[src/rtl/useq_pkg.sv]
package useq_pkg;
    localparam int WORD_W = 28;
    localparam int DATA_W = 24;
    localparam int PC_W   = 11;
    localparam int LIT_W  = 12;
    localparam int RADR_W = 5;

    typedef enum logic [3:0] {
        FN_SCALE = 4'h0, FN_PASSA = 4'h1, FN_PASSB = 4'h2, FN_ADD = 4'h3,
        FN_SUB   = 4'h4, FN_MUL   = 4'h5, FN_SHR   = 4'h6, FN_EQ  = 4'h7,
        FN_LT    = 4'h8, FN_GT    = 4'h9, FN_NE    = 4'hA, FN_AND = 4'hB,
        FN_INV   = 4'hC, FN_XOR   = 4'hD, FN_OR    = 4'hE, FN_CLIP = 4'hF
    } alu_fn_e;

    typedef enum logic [1:0] {
        SRC_REG = 2'b00, SRC_LANE_HI = 2'b01, SRC_LANE_MID = 2'b10, SRC_LANE_LO = 2'b11
    } a_src_e;

    typedef enum logic {ST_IDLE = 1'b0, ST_RUN = 1'b1} seq_state_e;

    typedef struct packed {
        logic [3:0]        fn;
        logic              oe;
        logic              we_n;
        logic              jmp;
        logic              stage;
        logic [1:0]        a_src;
        logic [RADR_W-1:0] a_addr;
        logic              b_lit;
        logic [LIT_W-1:0]  lit;
    } uword_t;

    localparam logic [WORD_W-1:0] END_WORD = '1;

    function automatic logic [WORD_W-1:0] uw(
        input logic [3:0] fn, input logic oe, input logic we_n, input logic jmp,
        input logic stage, input logic [1:0] a_src, input logic [RADR_W-1:0] a_addr,
        input logic b_lit, input logic [LIT_W-1:0] lit);
        return {fn, oe, we_n, jmp, stage, a_src, a_addr, b_lit, lit};
    endfunction
endpackage

[src/rtl/useq_alu.sv]
module useq_alu #(
    parameter int DW = 24
) (
    input  logic          clk,
    input  logic          rst_n,
    input  logic          exec,
    input  logic [3:0]    fn,
    input  logic [DW-1:0] a,
    input  logic [DW-1:0] b,
    output logic [DW-1:0] res
);
    import useq_pkg::*;

    localparam int SHW = $clog2(DW);
    localparam logic [DW-1:0] B_LIM = DW'(DW - 1);

    logic [SHW-1:0]       scale_q;
    logic [SHW-1:0]       b_amt;
    logic signed [DW-1:0] sa, sb, neg_b;
    logic signed [2*DW-1:0] prod;

    assign sa    = a;
    assign sb    = b;
    assign neg_b = -sb;
    assign b_amt = (b > B_LIM) ? SHW'(DW - 1) : b[SHW-1:0];
    assign prod  = (2*DW)'(sa) * (2*DW)'(sb);

    always_ff @(posedge clk or negedge rst_n) begin
        if (!rst_n) begin
            scale_q <= '0;
        end else if (exec && alu_fn_e'(fn) == FN_SCALE) begin
            scale_q <= b_amt;
        end
    end

    always_comb begin
        res = '0;
        unique case (alu_fn_e'(fn))
            FN_SCALE: res = b;
            FN_PASSA: res = a;
            FN_PASSB: res = b;
            FN_ADD:   res = a + b;
            FN_SUB:   res = a - b;
            FN_MUL:   res = DW'(prod >>> scale_q);
            FN_SHR:   res = DW'(sa >>> b_amt);
            FN_EQ:    res = {{(DW-1){1'b0}}, (a == b)};
            FN_LT:    res = {{(DW-1){1'b0}}, (sa < sb)};
            FN_GT:    res = {{(DW-1){1'b0}}, (sa > sb)};
            FN_NE:    res = {{(DW-1){1'b0}}, (a != b)};
            FN_AND:   res = a & b;
            FN_INV:   res = ~a;
            FN_XOR:   res = a ^ b;
            FN_OR:    res = a | b;
            FN_CLIP: begin
                if (sa > sb)         res = b;
                else if (sa < neg_b) res = neg_b;
                else                 res = a;
            end
        endcase
    end
endmodule

[src/rtl/useq_rf.sv]
module useq_rf #(
    parameter int DW    = 24,
    parameter int DEPTH = 32,
    localparam int AW   = $clog2(DEPTH)
) (
    input  logic          clk,
    input  logic          rst_n,
    input  logic          we,
    input  logic [AW-1:0] waddr,
    input  logic [DW-1:0] wdata,
    input  logic [AW-1:0] raddr_a,
    input  logic [AW-1:0] raddr_b,
    output logic [DW-1:0] rdata_a,
    output logic [DW-1:0] rdata_b
);
    logic [DW-1:0]    mem [DEPTH];
    logic [DEPTH-1:0] hit;

    for (genvar i = 0; i < DEPTH; i++) begin : g_dec
        assign hit[i] = we && (waddr == AW'(i));
    end

    always_ff @(posedge clk or negedge rst_n) begin
        if (!rst_n) begin
            for (int i = 0; i < DEPTH; i++) mem[i] <= '0;
        end else begin
            for (int i = 0; i < DEPTH; i++) begin
                if (hit[i]) mem[i] <= wdata;
            end
        end
    end

    assign rdata_a = mem[raddr_a];
    assign rdata_b = mem[raddr_b];
endmodule

[src/rtl/useq_rom.sv]
module useq_rom #(
    parameter int WW    = 28,
    parameter int AW    = 11,
    parameter int DEPTH = 32,
    parameter logic [WW-1:0] INIT [DEPTH] = '{default: '1}
) (
    input  logic [AW-1:0] addr,
    output logic [WW-1:0] word
);
    localparam int IW = (DEPTH > 1) ? $clog2(DEPTH) : 1;

    logic in_range;
    assign in_range = int'(addr) < DEPTH;
    assign word     = in_range ? INIT[addr[IW-1:0]] : '1;
endmodule

[src/rtl/useq_core.sv]
module useq_core
    import useq_pkg::*;
#(
    parameter int ROM_DEPTH = 32,
    parameter logic [WORD_W-1:0] ROM_INIT [ROM_DEPTH] = '{
        0: uw(FN_PASSA, 1'b0, 1'b0, 1'b0, 1'b0, SRC_LANE_LO, 5'd1, 1'b0, 12'd0),
        1: uw(FN_ADD,   1'b1, 1'b0, 1'b0, 1'b0, SRC_REG,     5'd1, 1'b0, {5'd1, 7'd0}),
        default: END_WORD
    }
) (
    input  logic              clk_i,
    input  logic              rst_ni,
    input  logic              call_i,
    input  logic [PC_W-1:0]   entry_i,
    input  logic [7:0]        in_byte_i,
    output logic              out_valid_o,
    output logic [DATA_W-1:0] out_data_o
);
    seq_state_e        state_q, state_d;
    logic [PC_W-1:0]   pc_q, pc_d;
    logic [WORD_W-1:0] rom_word;
    uword_t            iw;
    logic              running, is_end, exec;
    logic [LIT_W-1:0]  stage_q;
    logic              stage_vld_q;
    logic [DATA_W-1:0] reg_a, reg_b, opa, opb, alu_res;
    logic              jump_taken;
    logic [PC_W-1:0]   target;

    useq_rom #(.WW(WORD_W), .AW(PC_W), .DEPTH(ROM_DEPTH), .INIT(ROM_INIT)) u_rom (
        .addr(pc_q), .word(rom_word)
    );

    assign iw      = uword_t'(rom_word);
    assign running = (state_q == ST_RUN);
    assign is_end  = (rom_word == END_WORD);
    assign exec    = running && !call_i && !is_end;

    useq_rf #(.DW(DATA_W), .DEPTH(32)) u_rf (
        .clk(clk_i), .rst_n(rst_ni),
        .we(exec && !iw.we_n), .waddr(iw.a_addr), .wdata(alu_res),
        .raddr_a(iw.a_addr), .raddr_b(iw.lit[LIT_W-1 -: RADR_W]),
        .rdata_a(reg_a), .rdata_b(reg_b)
    );

    always_comb begin
        unique case (a_src_e'(iw.a_src))
            SRC_REG:      opa = reg_a;
            SRC_LANE_HI:  opa = {in_byte_i, 16'h0000};
            SRC_LANE_MID: opa = {8'h00, in_byte_i, 8'h00};
            SRC_LANE_LO:  opa = {16'h0000, in_byte_i};
        endcase
    end

    always_comb begin
        if (!iw.b_lit)        opb = reg_b;
        else if (stage_vld_q) opb = {iw.lit, stage_q};
        else                  opb = {{(DATA_W-LIT_W){1'b0}}, iw.lit};
    end

    useq_alu #(.DW(DATA_W)) u_alu (
        .clk(clk_i), .rst_n(rst_ni), .exec(exec),
        .fn(iw.fn), .a(opa), .b(opb), .res(alu_res)
    );

    assign target     = iw.lit[PC_W-1:0];
    assign jump_taken = iw.jmp && (!iw.lit[LIT_W-1] || (alu_res != '0));

    // next-state: CALL, STEP, JUMP, END, PARK
    always_comb begin
        state_d = state_q;
        pc_d    = pc_q;
        unique case (state_q)
            ST_IDLE: begin
                if (call_i) begin
                    state_d = ST_RUN;
                    pc_d    = entry_i;
                end
            end
            ST_RUN: begin
                if (call_i) begin
                    pc_d = entry_i;
                end else if (is_end) begin
                    state_d = ST_IDLE;
                end else if (jump_taken) begin
                    if (target == pc_q) state_d = ST_IDLE;
                    else                pc_d    = target;
                end else begin
                    pc_d = pc_q + 1'b1;
                end
            end
        endcase
    end

    always_ff @(posedge clk_i or negedge rst_ni) begin
        if (!rst_ni) begin
            state_q <= ST_IDLE;
            pc_q    <= '0;
        end else begin
            state_q <= state_d;
            pc_q    <= pc_d;
        end
    end

    always_ff @(posedge clk_i or negedge rst_ni) begin
        if (!rst_ni) begin
            out_valid_o <= 1'b0;
            out_data_o  <= '0;
            stage_q     <= '0;
            stage_vld_q <= 1'b0;
        end else begin
            out_valid_o <= exec && iw.oe;
            if (exec && iw.oe) out_data_o <= alu_res;
            stage_vld_q <= exec && iw.stage;
            if (exec && iw.stage) stage_q <= iw.lit;
        end
    end
endmodule

[config.mk]
export PLATFORM = sky130hd
export DESIGN_NAME = useq_core
export DESIGN_NICKNAME = d
export VERILOG_FILES = /design/src/rtl/useq_pkg.sv /design/src/rtl/useq_alu.sv /design/src/rtl/useq_rf.sv /design/src/rtl/useq_rom.sv /design/src/rtl/useq_core.sv
export SDC_FILE = /design/constraint.sdc
export NUM_CORES = 1
export LEC_CHECK = 0
export BUFFER_PORTS_ARGS = -buffer_cell sky130_fd_sc_hd__buf_4
export CORE_UTILIZATION = 45
export DETAILED_ROUTE_END_ITERATION = 10
export PLACE_DENSITY_LB_ADDON = 0.08
export SETUP_SLACK_MARGIN = 0.3
export SKIP_LAST_GASP = 1
export SLEW_MARGIN = 30
export SYNTH_ARGS = -nofsm -noshare
export SYNTH_HDL_FRONTEND = slang
export SYNTH_SLANG_ARGS = --single-unit
[constraint.sdc]
create_clock -name clk_i -period 17.9 [get_ports clk_i]
set_input_delay 3.58 -clock clk_i [delete_from_list [all_inputs] [get_ports clk_i]]
set_output_delay 3.58 -clock clk_i [all_outputs]
set_load 0.01 [all_outputs]
# Word-level counts from Yosys, hierarchy flattened
# Memories as Yosys holds them, arrays and structs flattened.
# Index checks and enable logic that the tools add are counted.
# totals
ff_bits	823
mem_bits_ro	896
input_bits	22
out_inout_bits	25
elab_cells	197
n_memories	1
# memory_table
name	depth	word_bits	read_ports	rd_clocked_by_memory_dff	write_ports	line_no	text
(no name shown)	32	28	1	0	0	useq_rom.sv:14	assign word = in_range ? INIT[addr[IW-1:0]] : '1;
# classes
add_sub_neg	4
multipliers	1
n_lt_le_gt_ge	8
eq_ne	56
shift	2
mux	28
bitwise_logic	8
n_reduce_logical	50
# op_table
op	count
one-hot mux 24 bit (15 select lines)	1
binary-select mux 24 bit (select 5 bit)	2
two-way mux 24 bit	8
one-hot mux 24 bit (4 select lines)	1
two-way mux 28 bit	3
== test 5 bit, second input constant	16
two-way mux 11 bit	5
less-than comparator 24 bit	2
multiplier 24 x 24 -> 48 bit	1
>>> shifter 48 x 5 -> 24 bit	1
== test 5 x 4 -> 1 bit, second input constant	8
logical AND 1 bit	39
== test 4 bit, second input constant	8
== test 28 bit, second input constant	1
adder 24 bit	1
bitwise AND 24 bit	1
== test 24 bit	1
> comparator 24 bit	1
> comparator 24 x 5 -> 1 bit, second input constant	1
inequality test 24 bit	1
negator 24 bit	1
inverter 24 bit	1
OR 24 bit	1
nonzero test 24 bit	1
other kinds (31)	51

# Longest topological paths before layout
# logic_depth
ltp_word	22
mapped_depth	31
mapped_depth_nobuf	25

# Modules after synthesis
# From an unflattened synthesis, not the netlist that was laid out.
# hier_totals
cells_unflattened	7670
hier_area_um2	76320.7
# modules_own_cells
mod	instances	cells_per_inst	area_each_um2
useq_rf	1	3476	41970.3
useq_alu	1	3811	30605.6
useq_core	1	351	3517.1
useq_rom	1	32	227.7

# Worst setup path after synthesis
# OpenSTA, ideal clock, no wires.
# synth_timing
path_kind	input-to-reg
from	input port in_byte_i[1]
to	register pc_q[0]
t_arrival_ns	7.060
t_required_ns	17.760
slack_ns	10.701
path_stages	16
n_path_buf	1
path_cell_list	nor2_1 > a31oi_1 > ha_1 > nor2b_1 > o211ai_1 > a21oi_1 > o311a_1 > o211a_1 > nor4_4 > a211oi_4 > o32ai_1 > nand2_1 > nor4b_1 > a32o_1 > buf_6 > a31oi_4
# synth_between
elab_chain_cells	12
elab_cells_between_ends	27
cone_classes	2 x add/sub; 1 x mul; 3 x order compare; 3 x eq/ne; 2 x shift; 8 x mux; 4 x bitwise; 4 x reduce/logical
# synth_lines
item	line_no	text
from (decl)	useq_core.sv:15	input logic [7:0] in_byte_i,
one-hot mux 24 bit (4 select lines) (*)	useq_core.sv:47	unique case (a_src_e'(iw.a_src))
branches (longest 3 deep; another with multiplier 24 x 24 -> 48 bit)	n/a	
one-hot mux 24 bit (15 select lines) (*)	useq_alu.sv:38	unique case (alu_fn_e'(fn))
nonzero test 24 bit (*)	useq_core.sv:67	assign jump_taken = iw.jmp && (!iw.lit[LIT_W-1] || (alu_res != '0));
logical OR 1 bit (*)	useq_core.sv:67	
logical AND 1 bit (*)	useq_core.sv:67	
two-way mux 11 bit	useq_core.sv:85	end else if (jump_taken) begin
two-way mux 11 bit	useq_core.sv:83	end else if (is_end) begin
two-way mux 11 bit	useq_core.sv:81	if (call_i) begin
one-hot mux 11 bit (2 select lines)	useq_core.sv:73	unique case (state_q)
to (signal assigned)	useq_core.sv:101	pc_q <= pc_d;
to (decl)	useq_core.sv:20	logic [PC_W-1:0] pc_q, pc_d;
# Mark *: on every way between the ends. The select of a mux whose other input is x is not followed.
# A chain may end at the register's enable or synchronous reset.

# Worst setup path in the final report
# Same ends and word-level chain as after synthesis.

==> summary.txt <==
DRT
------------------------------------------------------------------------------------------------------
Initial DRC count                                                                                  876
DR vias                                                                                           8342
Avg Vias per Cell                                                                                6.442
Total routed wirelength                                                                       29280 um
Number of search-and-repair iterations in the first detailed-routing pass                            9
Routed wirelength normalized by instance count                                                22.61 um
Final ANT Viol Nets                                                                                  0
Post-route DRC                                                                                       0

GLOBAL ROUTING
------------------------------------------------------------------------------------------------------
Pin count of the biggest net entering global routing                                                75
Antenna violations before repair                                                                     0
Overflow after GRT                                                                                   0
Vias in the first global route                                                                    7780
GRT Total Usage                                                                                 0.3066
Wire length of the first global-routing pass                                                  45520 um

STA
------------------------------------------------------------------------------------------------------
Total setup violations reported at the end of the flow                                               0
Total count of hold-check failures in the final report                                               0
Worst rel slew slack                                                                            0.4190
Highest clock frequency the design can meet                                                  116.7 MHz
Post-route worst hold slack                                                                  0.3761 ns
Unrepaired setup endpoints after global routing                                                     no
Largest clock skew in the final design                                                     0.004413 ns
Minimum period implied by the final worst setup slack                                         8.570 ns
Worst Slack Setup Final                                                                       9.330 ns
Share of the clock period used by the worst path after layout                                   0.4788
Slew at the pin with the worst max-slew slack                                                0.8624 ns
Count of final max-slew check failures                                                               0
Total negative slack for setup checks                                                             0 ns

POWER AND IR DROP
------------------------------------------------------------------------------------------------------
Total leakage power                                                                           4.073 nW
Proportion of total power due to net switching                                                  0.2600
Pwr dens                                                                                  48.76 nW/um^2
Relative contribution of the clock network to total power                                        0.428
Net switching component of the power                                                         0.1147 mW
Internal cell power                                                                          0.3265 mW
Power Total                                                                                  0.4413 mW
Sequential group share of total power                                                            0.466
Peak ir drop on the vdd network                                                               56.58 uV
Part of the total power dissipated in combinational logic                                        0.106

WORST SETUP PATH
------------------------------------------------------------------------------------------------------
Crit end category                                                                            flip-flop
Worst Reg2Reg Path Length in Cells                                                                  25
Setup CP Type                                                                                   in2reg
Startpoint kind of the worst setup timing path                                               input pin
Worst-path maximum fanout                                                                           10
Reg-to-Reg Start                                                                               pc_q[1]
End of the worst register-to-register path                                                     pc_q[0]
Worst reg2reg setup slack                                                                      9.41 ns
Delay contributed by the slowest stage of the critical path                                    0.72 ns
Arrival time at the worst endpoint                                                             8.78 ns
Required time of the critical path                                                            18.11 ns
Family with the most delay on the worst path                                              compound AO/OA/AOI/OAI gates
Critical path buffer and inverter count                                                              1
Cell Chain, Critical Path                                                                 buf_4, nor2_1, a31oi_1, ha_1, nor2b_1, o211ai_1, a21oi_1, o311a_1, o211a_1, nor4_4, a211oi_4, o32ai_1, nand2_1, nor4b_1, a32o_1, a31oi_4
Cell with the largest stage delay on the worst path                                             a32o_1

CLOCK TREE
------------------------------------------------------------------------------------------------------
Number of buffers inserted by hold repair at cts                                                     0
Buffers inserted during post-CTS setup optimization                                                  0
CTS tree                                                                                         built
Cells resized by post-CTS repair                                                                     0
Clock transition at the register clock pins on the worst setup and hold paths after CTS        0.06 ns
Latest clock arrival within the worst-skew pair                                                0.35 ns
CTS H-tree lvls                                                                                      3
Clock sinks                                                                                         88
Largest buffer count on any clock path                                                               2
Number of buffers inserted during clock tree synthesis                                               9
CTS root buf                                                                                 clkbuf_16

LOGIC SYNTHESIS
------------------------------------------------------------------------------------------------------
Synthesized netlist net count                                                                     1173
Area of the mapped netlist                                                                  8330 sq um
Most numerous cell types in the synthesized netlist                                       nand2_1 (131), dfrtp_1 (88), nor2_1 (86)
Post-Synthesis Mean Instance Area                                                          7.742 sq um
Synth Warn #                                                                                         0
Distinct cell type count after synthesis                                                            84
Largest cells by area after synthesis                                                     dfrtp_1 (26%), ha_1 (11%), nand2_1 (5.9%)
Area leader, netlist                                                                           dfrtp_1
Part of the Yosys area used for sequential elements                                             0.2643
Most instantiated flip-flop cell in the synthesis netlist                                      dfrtp_1
Count leader, synth                                                                            nand2_1
Top-area cell type share of the netlist area                                                    0.2643
Number of instances in the synthesized netlist                                                    1076
Number of enable flip-flop cells after synthesis                                                     0
Asr flop ratio synth                                                                             1.000
Number of synthesized register bits                                                                 88

FINISH
------------------------------------------------------------------------------------------------------
Fraction of final layout cells sized beyond drive strength 1                                    0.1229
Number of filler cells placed in the layout                                                       1828
ANT cells                                                                                            0
Post-route design area                                                                      9050 sq um
Post-route non-filler standard cell count                                                         1295
P&R area growth vs syn                                                                          8.636%
Utilization of the core after routing                                                           0.5021
Final nets                                                                                        1158

FLOORPLANNING
------------------------------------------------------------------------------------------------------
Num ports                                                                                           47
Initial Util                                                                                    0.4622
Cell Rows                                                                                           49
Standard cell core area                                                                    18020 sq um
Die height                                                                                    138.1 um
Die Outline Area                                                                           19060 sq um
Die extent in x                                                                               138.1 um

PLACEMENT
------------------------------------------------------------------------------------------------------
DPL Wire Length                                                                               22190 um
DP Worst Slack                                                                                8.863 ns
Buffers added on ports                                                                              46
Global placement routability congestion                                                         0.9641
Number of placed instances, taps included                                                         1279
Placed standard-cell area                                                                   8745 sq um

FLOW RUN
------------------------------------------------------------------------------------------------------
Number of max-capacitance violations reported                                                        0

WORST HOLD PATH
------------------------------------------------------------------------------------------------------
Worst min-delay path category                                                                  reg2reg
Hold endpoint                                                                              u_rf.mem[6]
Startpoint of the most critical hold path                                                  u_rf.mem[6]
Hold Path Cell Cnt                                                                                   0

STATUS
------------------------------------------------------------------------------------------------------
Outcome                                                                                      completed

[state kept, by name, indices dropped and copies added, names as in the netlist]
name	count
out_data_o	24
out_valid_o	1
pc_q	11
running	1
stage_q	2
stage_vld_q	1
u_rf.mem	48
[worst max-delay path by stage]
stage / startpoint / end / slack [ns] / cells after the start
5_1_grt: pc_q[5] / pc_q[8] / 8.89 / 24
3_5_place_dp: in_byte_i[1] / pc_q[0] / 8.86 / 16
6_report: in_byte_i[1] / pc_q[0] / 9.33 / 16
2_1_floorplan: in_byte_i[1] / pc_q[0] / 10.70 / 16
4_1_cts: in_byte_i[1] / pc_q[0] / 9.22 / 16
3_3_place_gp: in_byte_i[1] / pc_q[0] / 8.87 / 16
[kinds of logic (layout without fill, tap and decap cells)]
kind of cell               after synthesis  count (layout)  synth area share
muxes                                   20              20           0.02523
adders and majority gates               75              75            0.1135
DFF                                     88              88            0.2643
AOI/OAI and AO/OA                      355             355            0.2834
xor gates and xnor gates                23              23           0.02508
buffers and inverters                  140             130           0.06624
and+or+nand+nor                        375             375            0.2221
[power groups by stage]
stage / Sequential [mW] / Clock [mW] / Combinational [mW]
5_1_grt: 0.206 / 0.201 / 0.0507
4_1_cts: 0.205 / 0.194 / 0.0460
6_report: 0.206 / 0.189 / 0.0468
3_5_place_dp: 0.209 / 0 / 0.0458
3_3_place_gp: 0.209 / 0 / 0.0460
2_1_floorplan: 0.207 / 0 / 0.0294
[layout make-up]
class / count / area [sq um] / share of cell area
inverter: 50 / 187.7 / 0.02074
tap: 229 / 286.5 / 0.03166
clock buffer: 10 / 229.0 / 0.02530
clock inverter: 6 / 67.56 / 0.007466
timing repair buffer: 64 / 484.2 / 0.05350
multi-input combinational: 848 / 5593 / 0.6180
sequential: 88 / 2202 / 0.2433
[per-layer routing]
metal  share of wire  track usage
met4           0.024      0.08733
met3           0.096      0.06200
met5               0            0
met2            0.43       0.4516
met1            0.45       0.4503
[layout by cell type, fill, tap and decap left out, drive strengths merged, types with 5 or more instances in the layout]
cell and count:
clkbuf 10, mux2i 12, o21a 9, or3 6, a31oi 21, a21o 12
o31ai 14, and2 9, and3 7, nor3 44, o22ai 22, or2 6
inv 50, nand4 12, nand3 22, ha 74, a221oi 10, xnor2 22
o21ai 87, or4 8, mux2 8, a211oi 17, o21bai 5, nand2b 8
o211ai 14, nor2 86, buf 64, nor2b 10, nor4 18, nand2 131
dfrtp 88, a21oi 94
[worst register-to-register path, stage by stage (launching register included)]
cell,delay [ns]
dfrtp_1,0.38
buf_4,0.26
or4_4,0.63
o31a_4,0.40
a31oi_1,0.30
ha_1,0.31
inv_1,0.12
a41oi_1,0.25
nand3_1,0.19
nor4b_2,0.52
a21oi_1,0.14
nor2_1,0.14
o21ai_0,0.12
ha_1,0.32
nand4_1,0.16
nor4_1,0.43
o211ai_1,0.14
o211ai_1,0.32
o21ai_0,0.27
a211oi_2,0.68
o21ai_1,0.14
a211oi_1,0.59
o311ai_1,0.31
nor4_1,0.40
a32o_1,0.68
a31oi_4,0.13
Power figures use the tool's default switching activity.
